**src/rtl/rxw_pkg.sv**
```systemverilog
package rxw_pkg;

    typedef enum logic [2:0] {
        ST_IDLE,
        ST_HOLD,
        ST_STREAM,
        ST_DISCARD,
        ST_DRAIN,
        ST_HEADER,
        ST_DONE
    } rxw_state_e;

    localparam int DA_BYTES   = 6;   // destination address length
    localparam int HDR_BYTES  = 4;   // per-frame ring header
    localparam int CRC_ALLOW  = 4;   // space reserved for the frame check word
    localparam int PAGE_BITS  = 8;   // 256-byte pages
    localparam int LEN_W      = 16;  // stored length width

    localparam logic [7:0] STAT_OK    = 8'h01;
    localparam logic [7:0] STAT_GROUP = 8'h20;

endpackage

```
**src/rtl/rxw_addr_filter.sv**
```systemverilog
module rxw_addr_filter #(
    parameter int NBYTES = 6
) (
    input  logic [8*NBYTES-1:0] dest,
    input  logic [8*NBYTES-1:0] station,
    input  logic                promisc,
    input  logic                bcast_en,
    output logic                accept,
    output logic                is_group
);

    logic [NBYTES-1:0] byte_eq;
    logic [NBYTES-1:0] byte_ones;

    for (genvar b = 0; b < NBYTES; b++) begin : g_byte
        assign byte_eq[b]   = (dest[8*b +: 8] == station[8*b +: 8]);
        assign byte_ones[b] = &dest[8*b +: 8];
    end

    logic all_ones;
    assign all_ones = &byte_ones;
    assign is_group = dest[0];

    always_comb begin
        if (promisc)       accept = 1'b1;
        else if (all_ones) accept = bcast_en;
        else if (is_group) accept = 1'b1;
        else               accept = &byte_eq;
    end

endmodule

```
**src/rtl/rxw_ring_math.sv**
```systemverilog
module rxw_ring_math
    import rxw_pkg::*;
#(
    parameter int PAGE_W = 8
) (
    input  logic [PAGE_W+PAGE_BITS-1:0] wptr,
    input  logic [PAGE_W-1:0]           ring_first,
    input  logic [PAGE_W-1:0]           ring_limit,
    input  logic [PAGE_W-1:0]           base_page,
    input  logic [LEN_W-1:0]            frame_len,
    output logic [PAGE_W+PAGE_BITS-1:0] wptr_adv,
    output logic [LEN_W-1:0]            stored_len,
    output logic [PAGE_W-1:0]           next_page
);

    localparam int AW  = PAGE_W + PAGE_BITS;
    localparam int SW  = LEN_W + 1;

    // write pointer step with wrap from the limit page to the first page
    logic [AW-1:0] inc;
    assign inc      = wptr + 1'b1;
    assign wptr_adv = (inc == {ring_limit, {PAGE_BITS{1'b0}}})
                      ? {ring_first, {PAGE_BITS{1'b0}}} : inc;

    // page count of the stored frame, including the check-word allowance
    logic [SW-1:0] pages;
    logic [SW-1:0] sum;
    logic [SW-1:0] span;

    assign stored_len = frame_len + LEN_W'(HDR_BYTES);
    assign pages = ({1'b0, stored_len} + SW'(CRC_ALLOW + (1 << PAGE_BITS) - 1)) >> PAGE_BITS;
    assign sum   = SW'(base_page) + pages;
    assign span  = SW'(ring_limit) - SW'(ring_first);
    assign next_page = PAGE_W'((sum >= SW'(ring_limit)) ? (sum - span) : sum);

endmodule

```
**src/rtl/rx_ring_writer.sv**
```systemverilog
module rx_ring_writer
    import rxw_pkg::*;
#(
    parameter int PAGE_W = 8
) (
    input  logic                    clk,
    input  logic                    rst_n,
    input  logic                    frm_valid,
    input  logic                    frm_sof,
    input  logic                    frm_eof,
    input  logic [7:0]              frm_data,
    input  logic [PAGE_W-1:0]       ring_first,
    input  logic [PAGE_W-1:0]       ring_limit,
    input  logic [PAGE_W-1:0]       cur_page,
    input  logic                    cfg_promisc,
    input  logic                    cfg_bcast,
    input  logic [47:0]             station_addr,
    input  logic                    stopped,
    output logic                    ram_we,
    output logic [PAGE_W+7:0]       ram_addr,
    output logic [7:0]              ram_wdata,
    output logic                    page_we,
    output logic [PAGE_W-1:0]       page_nxt,
    output logic [7:0]              rx_status,
    output logic                    rx_irq
);

    localparam int AW = PAGE_W + PAGE_BITS;
    localparam logic [2:0] LAST_DA  = 3'(DA_BYTES - 1);
    localparam logic [2:0] LAST_HDR = 3'(HDR_BYTES - 1);

    rxw_state_e state, nstate;

    logic [7:0]        sh [DA_BYTES];
    logic [2:0]        cnt;
    logic [LEN_W-1:0]  len;
    logic [PAGE_W-1:0] base;
    logic [AW-1:0]     wptr;
    logic              grp;

    logic              flt_accept, flt_group;
    logic [AW-1:0]     wptr_adv;
    logic [LEN_W-1:0]  stored_len;
    logic [PAGE_W-1:0] next_page;
    logic [47:0]       dest;

    // destination seen on the sixth byte: five held bytes plus the live one
    assign dest = {frm_data, sh[5], sh[4], sh[3], sh[2], sh[1]};

    rxw_addr_filter #(.NBYTES(DA_BYTES)) u_filter (
        .dest     (dest),
        .station  (station_addr),
        .promisc  (cfg_promisc),
        .bcast_en (cfg_bcast),
        .accept   (flt_accept),
        .is_group (flt_group)
    );

    rxw_ring_math #(.PAGE_W(PAGE_W)) u_math (
        .wptr       (wptr),
        .ring_first (ring_first),
        .ring_limit (ring_limit),
        .base_page  (base),
        .frame_len  (len),
        .wptr_adv   (wptr_adv),
        .stored_len (stored_len),
        .next_page  (next_page)
    );

    // state register
    always_ff @(posedge clk or negedge rst_n) begin
        if (!rst_n) state <= ST_IDLE;
        else        state <= nstate;
    end

    // transitions
    always_comb begin
        nstate = state;
        unique case (state)
            ST_IDLE: begin
                if (frm_valid && frm_sof && !frm_eof)
                    nstate = stopped ? ST_DISCARD : ST_HOLD;
            end
            ST_HOLD: begin
                if (frm_valid) begin
                    if (cnt == LAST_DA) begin
                        if (flt_accept) nstate = frm_eof ? ST_DRAIN : ST_STREAM;
                        else            nstate = frm_eof ? ST_IDLE  : ST_DISCARD;
                    end else if (frm_eof) begin
                        nstate = ST_IDLE;
                    end
                end
            end
            ST_STREAM: begin
                if (frm_valid && frm_eof) nstate = ST_DRAIN;
            end
            ST_DISCARD: begin
                if (frm_valid && frm_eof) nstate = ST_IDLE;
            end
            ST_DRAIN: begin
                if (cnt == LAST_DA) nstate = ST_HEADER;
            end
            ST_HEADER: begin
                if (cnt == LAST_HDR) nstate = ST_DONE;
            end
            ST_DONE: nstate = ST_IDLE;
            default: nstate = ST_IDLE;
        endcase
    end

    // datapath registers
    always_ff @(posedge clk or negedge rst_n) begin
        if (!rst_n) begin
            for (int i = 0; i < DA_BYTES; i++) sh[i] <= 8'h00;
            cnt       <= '0;
            len       <= '0;
            base      <= '0;
            wptr      <= '0;
            grp       <= 1'b0;
            rx_status <= 8'h00;
        end else begin
            unique case (state)
                ST_IDLE: begin
                    if (frm_valid && frm_sof) begin
                        for (int i = 0; i < DA_BYTES - 1; i++) sh[i] <= sh[i+1];
                        sh[DA_BYTES-1] <= frm_data;
                        len  <= LEN_W'(1);
                        cnt  <= 3'd1;
                        base <= cur_page;
                        wptr <= {cur_page, PAGE_BITS'(HDR_BYTES)};
                    end
                end
                ST_HOLD: begin
                    if (frm_valid) begin
                        for (int i = 0; i < DA_BYTES - 1; i++) sh[i] <= sh[i+1];
                        sh[DA_BYTES-1] <= frm_data;
                        len <= len + 1'b1;
                        if (cnt == LAST_DA) begin
                            cnt <= '0;
                            grp <= flt_group;
                        end else begin
                            cnt <= cnt + 1'b1;
                        end
                    end
                end
                ST_STREAM: begin
                    if (frm_valid) begin
                        for (int i = 0; i < DA_BYTES - 1; i++) sh[i] <= sh[i+1];
                        sh[DA_BYTES-1] <= frm_data;
                        len  <= len + 1'b1;
                        wptr <= wptr_adv;
                    end
                end
                ST_DRAIN: begin
                    for (int i = 0; i < DA_BYTES - 1; i++) sh[i] <= sh[i+1];
                    sh[DA_BYTES-1] <= 8'h00;
                    wptr <= wptr_adv;
                    cnt  <= (cnt == LAST_DA) ? 3'd0 : cnt + 1'b1;
                end
                ST_HEADER: cnt <= cnt + 1'b1;
                ST_DONE:   rx_status <= STAT_OK | (grp ? STAT_GROUP : 8'h00);
                ST_DISCARD: ;
                default: ;
            endcase
        end
    end

    // outputs
    always_comb begin
        ram_we    = 1'b0;
        ram_addr  = wptr;
        ram_wdata = sh[0];
        page_we   = 1'b0;
        rx_irq    = 1'b0;
        page_nxt  = next_page;
        unique case (state)
            ST_STREAM: ram_we = frm_valid;
            ST_DRAIN:  ram_we = 1'b1;
            ST_HEADER: begin
                ram_we   = 1'b1;
                ram_addr = {base, PAGE_BITS'(cnt)};
                unique case (cnt[1:0])
                    2'd0:    ram_wdata = STAT_OK | (grp ? STAT_GROUP : 8'h00);
                    2'd1:    ram_wdata = 8'(next_page);
                    2'd2:    ram_wdata = stored_len[7:0];
                    default: ram_wdata = stored_len[15:8];
                endcase
            end
            ST_DONE: begin
                page_we = 1'b1;
                rx_irq  = 1'b1;
            end
            default: ;
        endcase
    end

endmodule

```
**config.mk**
```make
export PLATFORM = sky130hd
export DESIGN_NAME = rx_ring_writer
export DESIGN_NICKNAME = d
export VERILOG_FILES = /design/src/rtl/rxw_pkg.sv /design/src/rtl/rxw_addr_filter.sv /design/src/rtl/rxw_ring_math.sv /design/src/rtl/rx_ring_writer.sv
export SDC_FILE = /design/constraint.sdc
export NUM_CORES = 1
export LEC_CHECK = 0
export BUFFER_PORTS_ARGS = -buffer_cell sky130_fd_sc_hd__buf_2
export CAP_MARGIN = 20
export CORE_UTILIZATION = 55
export CTS_CLUSTER_SIZE = 20
export DETAILED_ROUTE_END_ITERATION = 12
export MAX_ROUTING_LAYER = met4
export PLACE_DENSITY = 0.78
export SLEW_MARGIN = 20
export SYNTH_ARGS = -nofsm -noshare
export SYNTH_HDL_FRONTEND = slang
export SYNTH_HIERARCHICAL = 1
export SYNTH_SLANG_ARGS = --single-unit
```
**constraint.sdc**
```tcl
create_clock -name clk -period 7.5 [get_ports clk]
set_input_delay 0.375 -clock clk [delete_from_list [all_inputs] [get_ports clk]]
set_output_delay 0.375 -clock clk [all_outputs]
set_load 0.02 [all_outputs]
```
==> flow_summary.ini <==
[min_path]
hp-start = cur_page[2]
whs_endpoint = base[2]
hold_depth = 2
hold_class = in -> reg

[pwr]
intPower_mw = 2.39
vdd_drop_max_mv = 0.397
seq_power_share_pct = 24.3
switching_power_mw = 2.22
finalPower_mw = 4.61
sw_frac_of_total_pct = 48.2
comb_power_share_pct = 66.1
powerDensity_nw_per_um2 = 517
p_clk_share_pct = 9.6
leakage_nw = 4.06

[timing]
maxSlewViolCount = 0
timing.fmax_ghz = 0.148
worstMarginPinSlew_ns = 1.01
maxSlewHeadroom_pct = 33.0
finalSetupTns_ns = 0
rsz0062_at_grt = false
period_share_pct = 89.9
setup_viol = 0
layout_setup_ws_ns = 0.761
skew_ns = 0.00676
hold_viol = 0
post-route-min-period_ns = 6.74

[grt]
grt_overflow = 0
use_met1_pct = 39.2
gr-usage-all-layers_pct = 29.6
grt_pass1_vias = 6233
antenna_found_initial = 0
top_usage_layer = met2
grt_max_degree = 60
grt_use_met3_pct = 6.27
grt_pass1_wl_um = 32900
grt.met2_usage_pct = 45.6

[synth]
syn_area_um2 = 7970
synth_flop_cell = dfrtp_1
yosys.cell_types.count = 72
synth_top_area_share_pct = 30.5
synthCells = 843
synthTopCellsByArea = dfrtp_1 30%, xnor2_1 9.8%, mux2_2 8.9%, ha_1 5.5%, mux2_4 4.3%
synthArstFlopShare_pct = 100
yosys_warnings = 6
avgSynthCellArea_um2 = 9.45
synth.ff_latch_count = 97
ys_seq_area_share_pct = 30.5
ys_top_cells_by_count = 97 x dfrtp_1, 89 x xnor2_1, 71 x nand2_1
synth-edff-count = 0
synthMostInstantiatedCell = dfrtp_1
yosys.area.top_type = dfrtp_1

[setup_path]
critPathKind = reg -> out
r2r-start = wptr[0]
worstPathRequired_ns = 7.12
reg2reg_slack_ns = 3.99
cp.arrival_ns = 6.36
r2r_end = wptr[14]
cp-start-kind = flip-flop
crit_path_max_fanout = 12
cp-end-kind = output pin
r2r_cells = 11

[floorplan]
std_cell_rows = 43
dieWidth_um = 122
design.core.area_um2 = 14000
die_area_um2 = 15000
io_pins = 131
start_util_pct = 56.9
die_y_um = 122

[clock_tree]
root_buffer = clkbuf_16
cts-buffers-inserted = 9
ctsResizeCount = 0
clockBufferDepth = 2
cts_tree = done
clk_pin_slew_worst_paths_ns = 0.07
numClockSinks = 97
clock_latency_ns = 0.36
cts_max_level = 3

[drt]
route.vias.total = 6792
routed_wl_um = 20700
wl_per_cell_um = 18.3
ant_nets = 0
drtPass1Iterations = 7
route.detailed.drc = 0
initialDrtViolationCount = 553
routed_via_density = 5.99

[finish]
final_nets = 1079
areaGrowthSynthToFinish_pct = 11.9
fillers = 1170
diodes = 0
fin_cells = 1133
post_route_cells_drive_above_1_share_pct = 26.7

[run]
drv_cap = 0

[placed_design]
hpwlAfterDp_um = 15800
place.gp.congestion = 1.01
dp_slack_ns = 1.30
dpl.cell_count = 1116
portBuffers = 124

[status]
outcome = finished, final reports clean
how the worst max path moves through the flow:
stage | from | endpoint | slack, ns | cells after the start
2_1_floorplan | len[2] | ram_wdata[7] | 1.41 | 26
3_3_place_gp | len[2] | ram_wdata[7] | 1.35 | 28
3_5_place_dp | len[3] | ram_wdata[7] | 1.30 | 28
4_1_cts | len[2] | ram_wdata[7] | 0.89 | 28
5_1_grt | len[2] | ram_wdata[0] | 0.33 | 25
6_report | len[3] | ram_wdata[4] | 0.76 | 24
power by group through the flow:
stage	Sequential (mW)	Clock, mW	Combinational [mW]
finish	1.12	0.443	3.05
global route	1.16	0.473	3.30
CTS	1.11	0.452	3.02
detailed placement	1.12	0	3.00
global placement	1.11	0	2.94
floorplan	0.958	0	2.40
layout by cell type, fill, tap and decap left out, types with 4 or more instances in the layout:
master and n:
buf_2 123, dfrtp_1 97, xnor2_1 89, nand2_1 71
mux2_2 63, inv_1 53, nor2_1 35, a21oi_1 35
ha_1 35, o21ai_0 32, nand4_1 30, nand3_1 27
mux2_4 23, mux2i_1 19, xor2_1 16, nand2b_1 13
nor3_1 12, and2_1 10, and3_1 10, nor2b_1 9
clkbuf_16 9, a22oi_1 8, a21o_1 8, nor4_1 8
a31oi_1 8, fa_1 8, conb_1 6, o211ai_1 5
or2_2 5, buf_4 5, o31ai_1 4, or3_1 4
clkinvlp_4 4
registers in the layout (all words and copies together) (netlist names):
register / cells
dest: 40
rx_status: 2
grp: 1
wptr: 16
state: 3
base: 8
cnt: 3
len: 16
sh: 8
metal layers:
layer | part of all wire [%] | up-vias | wire [um]
li1 | - | 3195 | -
met1 | 43 | 3249 | 8990
met2 | 47 | 311 | 9720
met3 | 7.7 | 37 | 1590
met4 | 2.1 | 0 | 426
met5 | 0 | - | 0
logic make-up (layout without fill, tap and decap cells):
| group | Yosys count | after routing | share of synthesized area, % |
|---|---|---|---|
| xor+xnor | 105 | 105 | 11.5 |
| simple gates | 260 | 260 | 17.6 |
| buf+inv | 93 | 198 | 5.51 |
| flops | 97 | 97 | 30.5 |
| compound gates | 139 | 139 | 11.7 |
| other cells | 1 | 6 | 0.0471 |
| fa+ha+maj | 43 | 43 | 7.51 |
| mux | 105 | 105 | 15.6 |
critical path: stages, from the launching register on:
cell and delay (ns):
dfrtp_1 0.56, ha_1 0.37, xnor2_1 0.16, nor4_2 0.32
o22ai_1 0.11, nor3_1 0.15, nor2_1 0.09, nor2_1 0.25
nand3_1 0.13, xnor2_1 0.22, ha_1 0.30, a21o_1 0.17
a31oi_1 0.24, xnor2_1 0.23, ha_1 0.31, o211a_1 0.23
a2111oi_0 0.42, o21ai_0 0.23, a21o_1 0.35, mux2_4 0.36
a22oi_1 0.21, nor2_1 0.07, a21oi_1 0.18, o21ai_0 0.13
buf_2 0.19
stage by stage:
step / util, % / hold WS [ns] / cell area [um^2]
floorplan: - / 0.0794 / 7980
global placement: 61.6 / 0.379 / 8620
detailed placement: 61.6 / 0.380 / 8620
CTS: 63.7 / 0.259 / 8920
global route: 63.7 / 0.263 / 8920
finish: 63.7 / 0.274 / 8920
final cells by class:
class	count	area [um^2]	area share, %
clock buffer	10	239	2.68
clock inverter	6	43.8	0.491
inverter	53	199	2.23
multi-input combinational	658	5120	57.4
sequential	97	2430	27.2
tap	180	225	2.53
timing repair buffer	129	663	7.44
repair_timing:
action                                  4_1_cts  5_1_grt
hold endpoints to repair                      3        0
buffers inserted                              0        0
endpoints found under the setup margin        0        0
hold buffers                                  1        0
Note: power is estimated with default switching activity, not from simulation.
